==> src/rtl/pci_cfg_pkg.sv <==
package pci_cfg_pkg;
  localparam int unsigned DW = 32;
  localparam int unsigned BW = 8;
  localparam int unsigned LANES = DW / BW;
  localparam int unsigned REG_NO_W = 6;

  typedef enum logic [1:0] {
    SZ_BYTE = 2'd0,
    SZ_HALF = 2'd1,
    SZ_WORD = 2'd2
  } acc_size_e;

  typedef struct packed {
    logic                en;
    logic [7:0]          bus;
    logic [4:0]          dev;
    logic [2:0]          fn;
    logic [REG_NO_W-1:0] reg_no;
  } cfg_addr_t;

  function automatic bit lb_wr_ok(int unsigned a);
    return (a <= 32'h0B) || (a == 32'h0D) || (a >= 32'h14 && a <= 32'h1B) ||
           (a >= 32'h2C && a <= 32'h2F) || (a == 32'h3C);
  endfunction

  function automatic bit pci_wr_ok(int unsigned a);
    return (a >= 32'h04 && a <= 32'h08) || (a == 32'h0D) ||
           (a >= 32'h14 && a <= 32'h1B) || (a == 32'h3C);
  endfunction

  function automatic bit ro_byte(int unsigned a);
    return (a == 32'h0C) || (a == 32'h0E) || (a == 32'h0F) ||
           (a >= 32'h10 && a <= 32'h13) || (a == 32'h34) ||
           (a == 32'h3D) || (a == 32'h3E);
  endfunction
endpackage

==> src/rtl/pci_cfg_addr_reg.sv <==
module pci_cfg_addr_reg
  import pci_cfg_pkg::*;
(
  input  logic      clk_i,
  input  logic      rst_ni,
  input  logic      we_i,
  input  cfg_addr_t wval_i,
  output cfg_addr_t addr_o,
  output logic [DW-1:0] rdata_o,
  output logic      open_o
);
  cfg_addr_t addr_q;

  always_ff @(posedge clk_i or negedge rst_ni) begin
    if (!rst_ni)   addr_q <= '0;
    else if (we_i) addr_q <= wval_i;
  end

  assign addr_o  = addr_q;
  assign rdata_o = {addr_q.en, 7'b0, addr_q.bus, addr_q.dev, addr_q.fn, addr_q.reg_no, 2'b00};
  assign open_o  = addr_q.en && (addr_q.bus == '0) && (addr_q.dev == '0) && (addr_q.fn == '0);
endmodule

==> src/rtl/pci_cfg_lane.sv <==
module pci_cfg_lane
  import pci_cfg_pkg::*;
(
  input  logic [1:0]       off_i,
  input  logic [1:0]       size_i,
  input  logic [DW-1:0]    wdata_i,
  input  logic [DW-1:0]    dword_i,
  output logic [LANES-1:0] be_o,
  output logic [DW-1:0]    wlane_o,
  output logic [DW-1:0]    rdata_o
);
  logic [LANES-1:0] base_be;
  logic [DW-1:0]    shifted;
  logic [4:0]       shamt;

  assign shamt = {off_i, 3'b000};

  always_comb begin
    case (acc_size_e'(size_i))
      SZ_BYTE: base_be = 4'b0001;
      SZ_HALF: base_be = 4'b0011;
      default: base_be = 4'b1111;
    endcase
  end

  assign be_o    = base_be << off_i;
  assign wlane_o = wdata_i << shamt;
  assign shifted = dword_i >> shamt;

  always_comb begin
    case (acc_size_e'(size_i))
      SZ_BYTE: rdata_o = {24'b0, shifted[7:0]};
      SZ_HALF: rdata_o = {16'b0, shifted[15:0]};
      default: rdata_o = shifted;
    endcase
  end
endmodule

==> src/rtl/pci_cfg_store.sv <==
module pci_cfg_store
  import pci_cfg_pkg::*;
#(
  parameter int unsigned NREG       = 16,
  parameter logic [15:0] VENDOR_ID  = 16'hA5C3,
  parameter logic [15:0] DEVICE_ID  = 16'h0B17,
  parameter logic [7:0]  REV_ID     = 8'h02,
  parameter logic [23:0] CLASS_CODE = 24'h068000,
  parameter logic [7:0]  INT_PIN    = 8'h01,
  parameter logic [7:0]  MIN_GNT    = 8'h04,
  localparam int unsigned NBYTE = NREG * LANES,
  localparam int unsigned IDXW  = $clog2(NREG)
) (
  input  logic                clk_i,
  input  logic                rst_ni,
  input  logic [NBYTE-1:0]    lb_be_i,
  input  logic [DW-1:0]       lb_wdata_i,
  input  logic [NBYTE-1:0]    pci_be_i,
  input  logic [DW-1:0]       pci_wdata_i,
  input  logic [REG_NO_W-1:0] lb_idx_i,
  input  logic [REG_NO_W-1:0] pci_idx_i,
  output logic [DW-1:0]       lb_dword_o,
  output logic [DW-1:0]       pci_dword_o
);
  function automatic logic [7:0] rst_val(int unsigned a);
    case (a)
      0:       return VENDOR_ID[7:0];
      1:       return VENDOR_ID[15:8];
      2:       return DEVICE_ID[7:0];
      3:       return DEVICE_ID[15:8];
      8:       return REV_ID;
      9:       return CLASS_CODE[7:0];
      10:      return CLASS_CODE[15:8];
      11:      return CLASS_CODE[23:16];
      61:      return INT_PIN;
      62:      return MIN_GNT;
      default: return 8'h00;
    endcase
  endfunction

  logic [DW-1:0] dw [NREG];

  for (genvar b = 0; b < NBYTE; b++) begin : g_byte
    localparam bit          LBW = lb_wr_ok(b);
    localparam bit          PW  = pci_wr_ok(b);
    localparam bit          RO  = ro_byte(b);
    localparam logic [7:0]  RV  = rst_val(b);
    localparam int unsigned LN  = b % LANES;
    logic [7:0] q;
    if (LBW) begin : g_rw
      always_ff @(posedge clk_i or negedge rst_ni) begin
        if (!rst_ni)                q <= RV;
        else if (lb_be_i[b])        q <= lb_wdata_i[BW*LN +: BW];  // local wins
        else if (PW && pci_be_i[b]) q <= pci_wdata_i[BW*LN +: BW];
      end
    end else if (RO) begin : g_ro
      assign q = RV;
    end else begin : g_none
      assign q = 8'h00;
    end
    assign dw[b / LANES][BW*LN +: BW] = q;
  end

  assign lb_dword_o  = (lb_idx_i  < REG_NO_W'(NREG)) ? dw[lb_idx_i[IDXW-1:0]]  : '0;
  assign pci_dword_o = (pci_idx_i < REG_NO_W'(NREG)) ? dw[pci_idx_i[IDXW-1:0]] : '0;
endmodule

==> src/rtl/pci_cfg_window.sv <==
module pci_cfg_window
  import pci_cfg_pkg::*;
#(
  parameter int unsigned NREG       = 16,
  parameter logic [15:0] VENDOR_ID  = 16'hA5C3,
  parameter logic [15:0] DEVICE_ID  = 16'h0B17,
  parameter logic [7:0]  REV_ID     = 8'h02,
  parameter logic [23:0] CLASS_CODE = 24'h068000,
  parameter logic [7:0]  INT_PIN    = 8'h01,
  parameter logic [7:0]  MIN_GNT    = 8'h04,
  localparam int unsigned NBYTE = NREG * LANES
) (
  input  logic        clk_i,
  input  logic        rst_ni,
  input  logic        lb_req_i,
  input  logic        lb_we_i,
  input  logic [2:0]  lb_addr_i,
  input  logic [1:0]  lb_size_i,
  input  logic [31:0] lb_wdata_i,
  output logic        lb_rvalid_o,
  output logic [31:0] lb_rdata_o,
  input  logic        pci_req_i,
  input  logic        pci_we_i,
  input  logic [5:0]  pci_reg_i,
  input  logic [3:0]  pci_be_i,
  input  logic [31:0] pci_wdata_i,
  output logic        pci_rvalid_o,
  output logic [31:0] pci_rdata_o
);
  cfg_addr_t        cfg_q, cfg_wval;
  logic [DW-1:0]    addr_rdata, lb_dword, pci_dword, lane_wdata, lane_rdata, lb_rd_next;
  logic [LANES-1:0] lane_be;
  logic [NBYTE-1:0] lb_be_all, pci_be_all;
  logic             cfg_open, sel_data, addr_we, lb_data_we, pci_wr;

  assign sel_data   = lb_addr_i[2];
  assign addr_we    = lb_req_i && lb_we_i && !sel_data;
  assign lb_data_we = lb_req_i && lb_we_i && sel_data && cfg_open;
  assign pci_wr     = pci_req_i && pci_we_i;

  assign cfg_wval = '{en: lb_wdata_i[31], bus: lb_wdata_i[23:16], dev: lb_wdata_i[15:11],
                      fn: lb_wdata_i[10:8], reg_no: lb_wdata_i[7:2]};

  pci_cfg_addr_reg u_addr (
    .clk_i, .rst_ni,
    .we_i   (addr_we),
    .wval_i (cfg_wval),
    .addr_o (cfg_q),
    .rdata_o(addr_rdata),
    .open_o (cfg_open)
  );

  pci_cfg_lane u_lane (
    .off_i  (lb_addr_i[1:0]),
    .size_i (lb_size_i),
    .wdata_i(lb_wdata_i),
    .dword_i(lb_dword),
    .be_o   (lane_be),
    .wlane_o(lane_wdata),
    .rdata_o(lane_rdata)
  );

  for (genvar d = 0; d < NREG; d++) begin : g_be
    assign lb_be_all[LANES*d +: LANES] =
      (lb_data_we && cfg_q.reg_no == REG_NO_W'(d)) ? lane_be : '0;
    assign pci_be_all[LANES*d +: LANES] =
      (pci_wr && pci_reg_i == REG_NO_W'(d)) ? pci_be_i : '0;
  end

  pci_cfg_store #(
    .NREG(NREG), .VENDOR_ID(VENDOR_ID), .DEVICE_ID(DEVICE_ID), .REV_ID(REV_ID),
    .CLASS_CODE(CLASS_CODE), .INT_PIN(INT_PIN), .MIN_GNT(MIN_GNT)
  ) u_store (
    .clk_i, .rst_ni,
    .lb_be_i    (lb_be_all),
    .lb_wdata_i (lane_wdata),
    .pci_be_i   (pci_be_all),
    .pci_wdata_i(pci_wdata_i),
    .lb_idx_i   (cfg_q.reg_no),
    .pci_idx_i  (pci_reg_i),
    .lb_dword_o (lb_dword),
    .pci_dword_o(pci_dword)
  );

  assign lb_rd_next = !sel_data ? addr_rdata : (cfg_open ? lane_rdata : '1);

  always_ff @(posedge clk_i or negedge rst_ni) begin
    if (!rst_ni) begin
      lb_rvalid_o  <= 1'b0;
      lb_rdata_o   <= '0;
      pci_rvalid_o <= 1'b0;
      pci_rdata_o  <= '0;
    end else begin
      lb_rvalid_o  <= lb_req_i && !lb_we_i;
      pci_rvalid_o <= pci_req_i && !pci_we_i;
      if (lb_req_i && !lb_we_i)   lb_rdata_o  <= lb_rd_next;
      if (pci_req_i && !pci_we_i) pci_rdata_o <= pci_dword;
    end
  end
endmodule

==> config.mk <==
export PLATFORM = sky130hd
export DESIGN_NAME = pci_cfg_window
export DESIGN_NICKNAME = d
export VERILOG_FILES = /design/src/rtl/pci_cfg_pkg.sv /design/src/rtl/pci_cfg_addr_reg.sv /design/src/rtl/pci_cfg_lane.sv /design/src/rtl/pci_cfg_store.sv /design/src/rtl/pci_cfg_window.sv
export SDC_FILE = /design/constraint.sdc
export NUM_CORES = 1
export LEC_CHECK = 0
export BUFFER_PORTS_ARGS = -buffer_cell sky130_fd_sc_hd__buf_2
export CORE_ASPECT_RATIO = 1.2
export CORE_MARGIN = 2
export CORE_UTILIZATION = 45
export CTS_BUF_LIST = sky130_fd_sc_hd__clkbuf_4 sky130_fd_sc_hd__clkbuf_8
export DETAILED_ROUTE_END_ITERATION = 10
export PLACE_DENSITY = 0.66
export SLEW_MARGIN = 20
export SYNTH_ARGS = -nofsm -noshare
export SYNTH_HDL_FRONTEND = slang
export SYNTH_SLANG_ARGS = --single-unit
==> constraint.sdc <==
create_clock -name clk_i -period 5.05 [get_ports clk_i]
set_clock_uncertainty 0.15 [all_clocks]
set_input_delay 0.2525 -clock clk_i [delete_from_list [all_inputs] [get_ports clk_i]]
set_output_delay 0.2525 -clock clk_i [all_outputs]
set_load 0.005 [all_outputs]
# Word level (Yosys, flattened, before mapping)
# Cells that the tools add are included.
# totals
reg_bits	297
latchBits	0
mem_bits_rw	0
rom_bits	0
output_inout_bits	66
memories	0
# classes
n_addsub	0
mul	0
div_mod_pow	0
n_lt_le_gt_ge	4
n_eq_ne	14
shift	3
muxes	56
bitwise	2
n_reduce_logical	47
# ops
op	n
binary-select mux 32 bit (select 4 bit)	2
2-to-1 mux 32 bit	8
2-to-1 mux 8 bit	30
case mux 32 bit (2 select lines)	1
2-to-1 mux 4 bit	9
left shift 32 x 5 -> 32 bit	1
right shift 32 x 5 -> 32 bit	1
nonzero test 2 bit	15
== test 6 x 2 -> 1 bit, second input constant	4
== test 6 x 3 -> 1 bit, second input constant	4
logical AND 1 bit	24
== test 6 x 4 -> 1 bit, second input constant	3
== test 6 x 1 -> 1 bit, second input constant	2
less-than comparator 6 x 5 -> 1 bit, second input constant	2
>= comparator 5 bit, second input constant	2
inverter 4 -> 5 bit	2
logical NOT 8 bit	1
case mux 4 bit (2 select lines)	1
logical NOT 6 bit	1
logical NOT 5 bit	1
2-to-1 mux 2 bit	2
left shift 4 x 2 -> 4 bit	1
logical NOT 1 bit	3
logical NOT 3 bit	1
3 further kinds	5

# Depth between registers and ports, before layout
# depth
depth_word	9
mapped_depth	10

# By module
# From an unflattened synthesis, not the netlist that was laid out.
# hier_totals
cells_unflattened	1897
area_unflattened_um2	18401.4
# modules_own_cells
mod	n_inst	cells_per_inst	area_each_um2	seq_area_each_um2
pci_cfg_store	1	1250	12493.2	5228.8
pci_cfg_window	1	414	3594.7	1651.6
pci_cfg_lane	1	146	1162.4	0.0
pci_cfg_addr_reg	1	87	1151.1	575.6

# Least setup slack after synthesis
# No wires, ideal clock.
# synth_path
kind	flip-flop to flip-flop
from	reg u_addr.addr_q, in the netlist u_addr.addr_o[0]
to	reg lb_rdata_o[12]
setup_time_ns	0.129
t_arrival_ns	1.929
t_required_ns	4.771
slack_ns	2.841
stages_incl_launch_ff	9
period_less_slack_ns	2.209
path_cell_list	dfrtp_1 -> buf_4 -> buf_4 -> buf_2 -> mux2i_1 -> o21ai_0 -> a222oi_1 -> a21oi_1 -> o41a_1
# synth_via
elab_chain_cells	9
word_cells_on_any_way	10
cone_classes	order compare (1); shift (1); mux (7); bitwise (1)
# synth_lines
element	line_no	text
start: declaration	pci_cfg_addr_reg.sv:12	cfg_addr_t addr_q;
start signal: assignment	pci_cfg_addr_reg.sv:16	else if (we_i) addr_q <= wval_i;
inverter 4 -> 5 bit (not written as such)	pci_cfg_store.sv:64	assign lb_dword_o = (lb_idx_i < REG_NO_W'(NREG)) ? dw[lb_idx_i[IDXW-1:0]] : '0;
binary-select mux 32 bit (select 4 bit)	pci_cfg_store.sv:64	
2-to-1 mux 32 bit (not written as such) (2 in series)	pci_cfg_store.sv:64	
2-to-1 mux 32 bit (*)	pci_cfg_store.sv:64	
right shift 32 x 5 -> 32 bit (*)	pci_cfg_lane.sv:28	assign shifted = dword_i >> shamt;
case mux 32 bit (2 select lines) (*)	pci_cfg_lane.sv:31	case (acc_size_e'(size_i))
2-to-1 mux 32 bit (*) (2 in series)	pci_cfg_window.sv:85	assign lb_rd_next = !sel_data ? addr_rdata : (cfg_open ? lane_rdata : '1);
end signal: assignment	pci_cfg_window.sv:96	if (lb_req_i && !lb_we_i) lb_rdata_o <= lb_rd_next;
end: declaration	pci_cfg_window.sv:21	output logic [31:0] lb_rdata_o,
# Mark *: on every way between the ends. The rest lies on a longest branch, timed or not. The select of a mux whose other input is x is not followed.
# A chain may end at the register's enable or synchronous reset.

# Final worst setup path
# layout_path
from	reg u_addr.addr_q, in the netlist u_addr.addr_o[3]
to	reg u_store.g_byte[24].q[5]
# layout_via
elab_chain_cells	4
word_cells_on_any_way	5
cone_classes	eq/ne (1); mux (2); reduce/logical (2)
# layout_lines
element	line_no	text
== test 6 x 3 -> 1 bit (*)	pci_cfg_window.sv:65	(lb_data_we && cfg_q.reg_no == REG_NO_W'(d)) ? lane_be : '0;
logical AND 1 bit (*)	pci_cfg_window.sv:65	
2-to-1 mux 4 bit (*)	pci_cfg_window.sv:65	
2-to-1 mux 8 bit or nonzero test 2 bit (tied branches)	--	
end signal: assignment	pci_cfg_store.sv:53	else if (lb_be_i[b]) q <= lb_wdata_i[BW*LN +: BW];
end signal: assignment	pci_cfg_store.sv:54	else if (PW && pci_be_i[b]) q <= pci_wdata_i[BW*LN +: BW];
end: declaration	pci_cfg_store.sv:49	logic [7:0] q;
# Mark *: on every way between the ends. The rest lies on a longest branch, timed or not.

==> results.json <==
{
  "power_switching_share_pct": 30.9,
  "drt_wl_total_mm": 67.3,
  "p_int_mw": 4.15,
  "grt_pass1_wl_mm": 100,
  "synth_most_common_cell": "dfrtp_1",
  "rsz0062_at_grt": "no",
  "placed_cell_area_mm2": 0.0181,
  "critical_path_peak_fanout": 22,
  "port_buffers": 150,
  "final_antenna_net_count": 0,
  "finalHoldViolCount": 0,
  "synth_cell_types": 74,
  "cp-start-kind": "flip-flop",
  "dp_slack_ns": 1.74,
  "ys_seq_area_share_pct": 43.8,
  "ioPinCount": 151,
  "areaGrowthSynthToFinish_pct": 16.5,
  "vdd_ir_drop_max_v": 0.000179,
  "clk_latency_ns": 0.63,
  "ys.flop_type": "dfrtp_1",
  "synth.avg_cell_area_um2": 9.93,
  "yosysWarnings": 0,
  "first_global_vias": 15400,
  "drc_errors": 0,
  "power_frac_seq_pct": 44.9,
  "clk_pin_slew_ns": 0.07,
  "synth_top_area_share_pct": 40.9,
  "cts.root.buffer_cell": "clkbuf_8",
  "fp.dieW_um": 181,
  "drtIter0Drc": 1791,
  "final_cell_area_mm2": 0.0198,
  "cts_tree": "done",
  "yosys_register_bits": 297,
  "synthTopCellsByArea": "dfrtp_1, mux2i_1, mux2_2, nand2_1, o21ai_0",
  "layout.nets": 1968,
  "overflow": 0,
  "required_ns": 5.40,
  "row_count": 78,
  "whs_ns": 0.0460,
  "cap_viol_max_count": 0,
  "max-slew-margin-rel_pct": 21.6,
  "synth_edf_count": 0,
  "dr.pass1.iters": 6,
  "tightest_slew_ns": 1.16,
  "grt_usage_pct": 33.9,
  "critPathArrivalTime_ns": 4.02,
  "cts_resized": 0,
  "end_kind": "flip-flop",
  "avgRoutedWirePerCell_um": 28.0,
  "status": "complete, no violations",
  "p_per_area_mw_per_mm2": 303,
  "synthTopCellsByCount": "dfrtp_1, mux2i_1, nand2_1, o21ai_0, nor2_1",
  "path_class": "flip-flop to flip-flop",
  "finalWorstSetupSlack_ns": 1.38,
  "drive_above_1_share_pct": 21.4,
  "fillers": 3354,
  "drt-vias-per-instance": 6.47,
  "combPwrFrac_pct": 15.7,
  "die_h_um": 217,
  "start_util_pct": 45.3,
  "setup-violations-final": 0,
  "p_switching_mw": 1.86,
  "grt_max_degree": 147,
  "min_period_over_period_pct": 72.7,
  "antenna_found_initial": 0,
  "leakage_nw": 9.05,
  "min_path_type": "input pin to flip-flop",
  "num_antenna_cells": 0,
  "slew_viol_final": 0,
  "synth.largest_area_cell": "dfrtp_1",
  "core_mm2": 0.0376,
  "synth_fp_nets": 1798,
  "clock_path_buffers": 3,
  "ys_async_sr_fraction_pct": 100,
  "die_area_mm2": 0.0394,
  "min_period_ns": 3.67,
  "tns_ns": 0,
  "syn-cell-area_mm2": 0.0170,
  "power.share.clock_pct": 39.3,
  "dp_hpwl_mm": 48.4,
  "fmax_mhz": 273,
  "power_mw": 6.01,
  "vias": 15500,
  "place.gp.congestion": 1.00,
  "ctsHtreeMaxLevel": 2,
  "clock-sinks": 297,
  "cts_buffers": 50,
  "synthCells": 1713
}
[power by group through the flow]
stage | Combinational, mW | Clock (mW) | Sequential [mW]
2_1_floorplan | 0.544 | 0 | 2.63
3_3_place_gp | 0.871 | 0 | 2.73
3_5_place_dp | 0.884 | 0 | 2.73
4_1_cts | 0.927 | 2.38 | 2.69
5_1_grt | 1.00 | 2.50 | 2.71
6_report | 0.947 | 2.36 | 2.70
[cell usage in the layout, fill, tap and decap left out, drive strengths merged, types with 5 or more instances in the layout]
cell | netlist | final
a2111oi | 5 | 5
a211oi | 12 | 12
a21oi | 110 | 110
a221oi | 22 | 22
a22o | 47 | 47
a22oi | 62 | 62
a31oi | 10 | 10
a32oi | 5 | 5
and2 | 11 | 11
and3 | 10 | 10
buf | 51 | 182
clkbuf | 80 | 79
clkinv | 0 | 6
dfrtp | 278 | 278
dfstp | 19 | 19
dlygate4sd3 | 0 | 67
inv | 8 | 9
mux2 | 68 | 68
mux2i | 232 | 232
mux4 | 16 | 16
nand2 | 194 | 194
nand2b | 14 | 14
nand3 | 22 | 22
nand3b | 9 | 9
nand4 | 8 | 8
nor2 | 128 | 128
nor2b | 10 | 10
nor3 | 20 | 20
nor4 | 8 | 8
o21ai | 146 | 146
o22a | 6 | 6
o22ai | 17 | 17
o2bb2ai | 10 | 10
o31ai | 10 | 10
or2 | 5 | 5
or3 | 14 | 14
[cell type report]
| type | instances | area (um2) | area share (%) |
|---|---|---|---|
| Sequential cell | 297 | 7460 | 37.6 |
| Inverter | 8 | 30.0 | 0.151 |
| Tap cell | 480 | 601 | 3.03 |
| Multi-Input combinational cell | 1277 | 8970 | 45.2 |
| Timing Repair Buffer | 249 | 1680 | 8.49 |
| Clock buffer | 79 | 1000 | 5.04 |
| Clock inverter | 10 | 83.8 | 0.423 |
[repair_timing]
action / in CTS / in global routing
setup endpoints to repair: 0 / 0
hold buffers: 67 / 0
endpoints found under the hold margin: 264 / 0
setup buffers: 0 / 0
[per-layer routing]
metal / GRT usage (%) / part of all wire (%)
met5: 0 / 0
met4: 19.2 / 6.6
met3: 5.91 / 8.1
met2: 55.4 / 47
met1: 42.8 / 39
[worst max-delay path, cell delays in order, from the launching register on]
cell	delay (ns)
dfrtp_1	0.65
or4b_1	0.86
nor2_4	0.37
nand3_1	0.58
nor2_1	0.25
a21oi_1	0.06
dlygate4sd3_1	0.60
[cell families (layout without fill, tap and decap cells)]
| kind of cell | count (synthesis) | in the layout | share of synthesized area [%] |
|---|---|---|---|
| muxes | 316 | 316 | 20.3 |
| and+or+nand+nor | 462 | 462 | 13.1 |
| AOI/OAI and AO/OA | 499 | 499 | 19.2 |
| buffers and inverters | 139 | 346 | 3.53 |
| DFF | 297 | 297 | 43.8 |
[flip-flops by register name, indices dropped and copies added, names as in the netlist]
signal / flops
pci_rvalid_o: 1
u_addr.addr_o: 23
lb_rvalid_o: 1
pci_rdata_o: 32
lb_rdata_o: 32
u_store.g_byte.q: 208
[stage by stage]
step                utilization, %  cells
floorplan                        -   1713
global placement              48.1   2244
detailed placement            48.1   2244
CTS                           52.8   2400
global route                  52.8   2400
finish                        52.8   2400
[final timing paths]
kind	startpoint	to	slack [ns]	cells after the start
max	u_addr.addr_o[3]	u_store.g_byte[24].q[5]	1.38	6
min	pci_req_i	pci_rvalid_o	0.05	4
max reg2reg	u_addr.addr_o[3]	u_store.g_byte[24].q[5]	1.38	6
min reg2reg	lb_rdata_o[28]	lb_rdata_o[28]	0.31	2
max in group asynchronous	rst_ni	pci_rdata_o[20]	3.32	3
min in group asynchronous	rst_ni	u_store.g_byte[0].q[5]	0.08	2
Power figures use the tool's default switching activity.
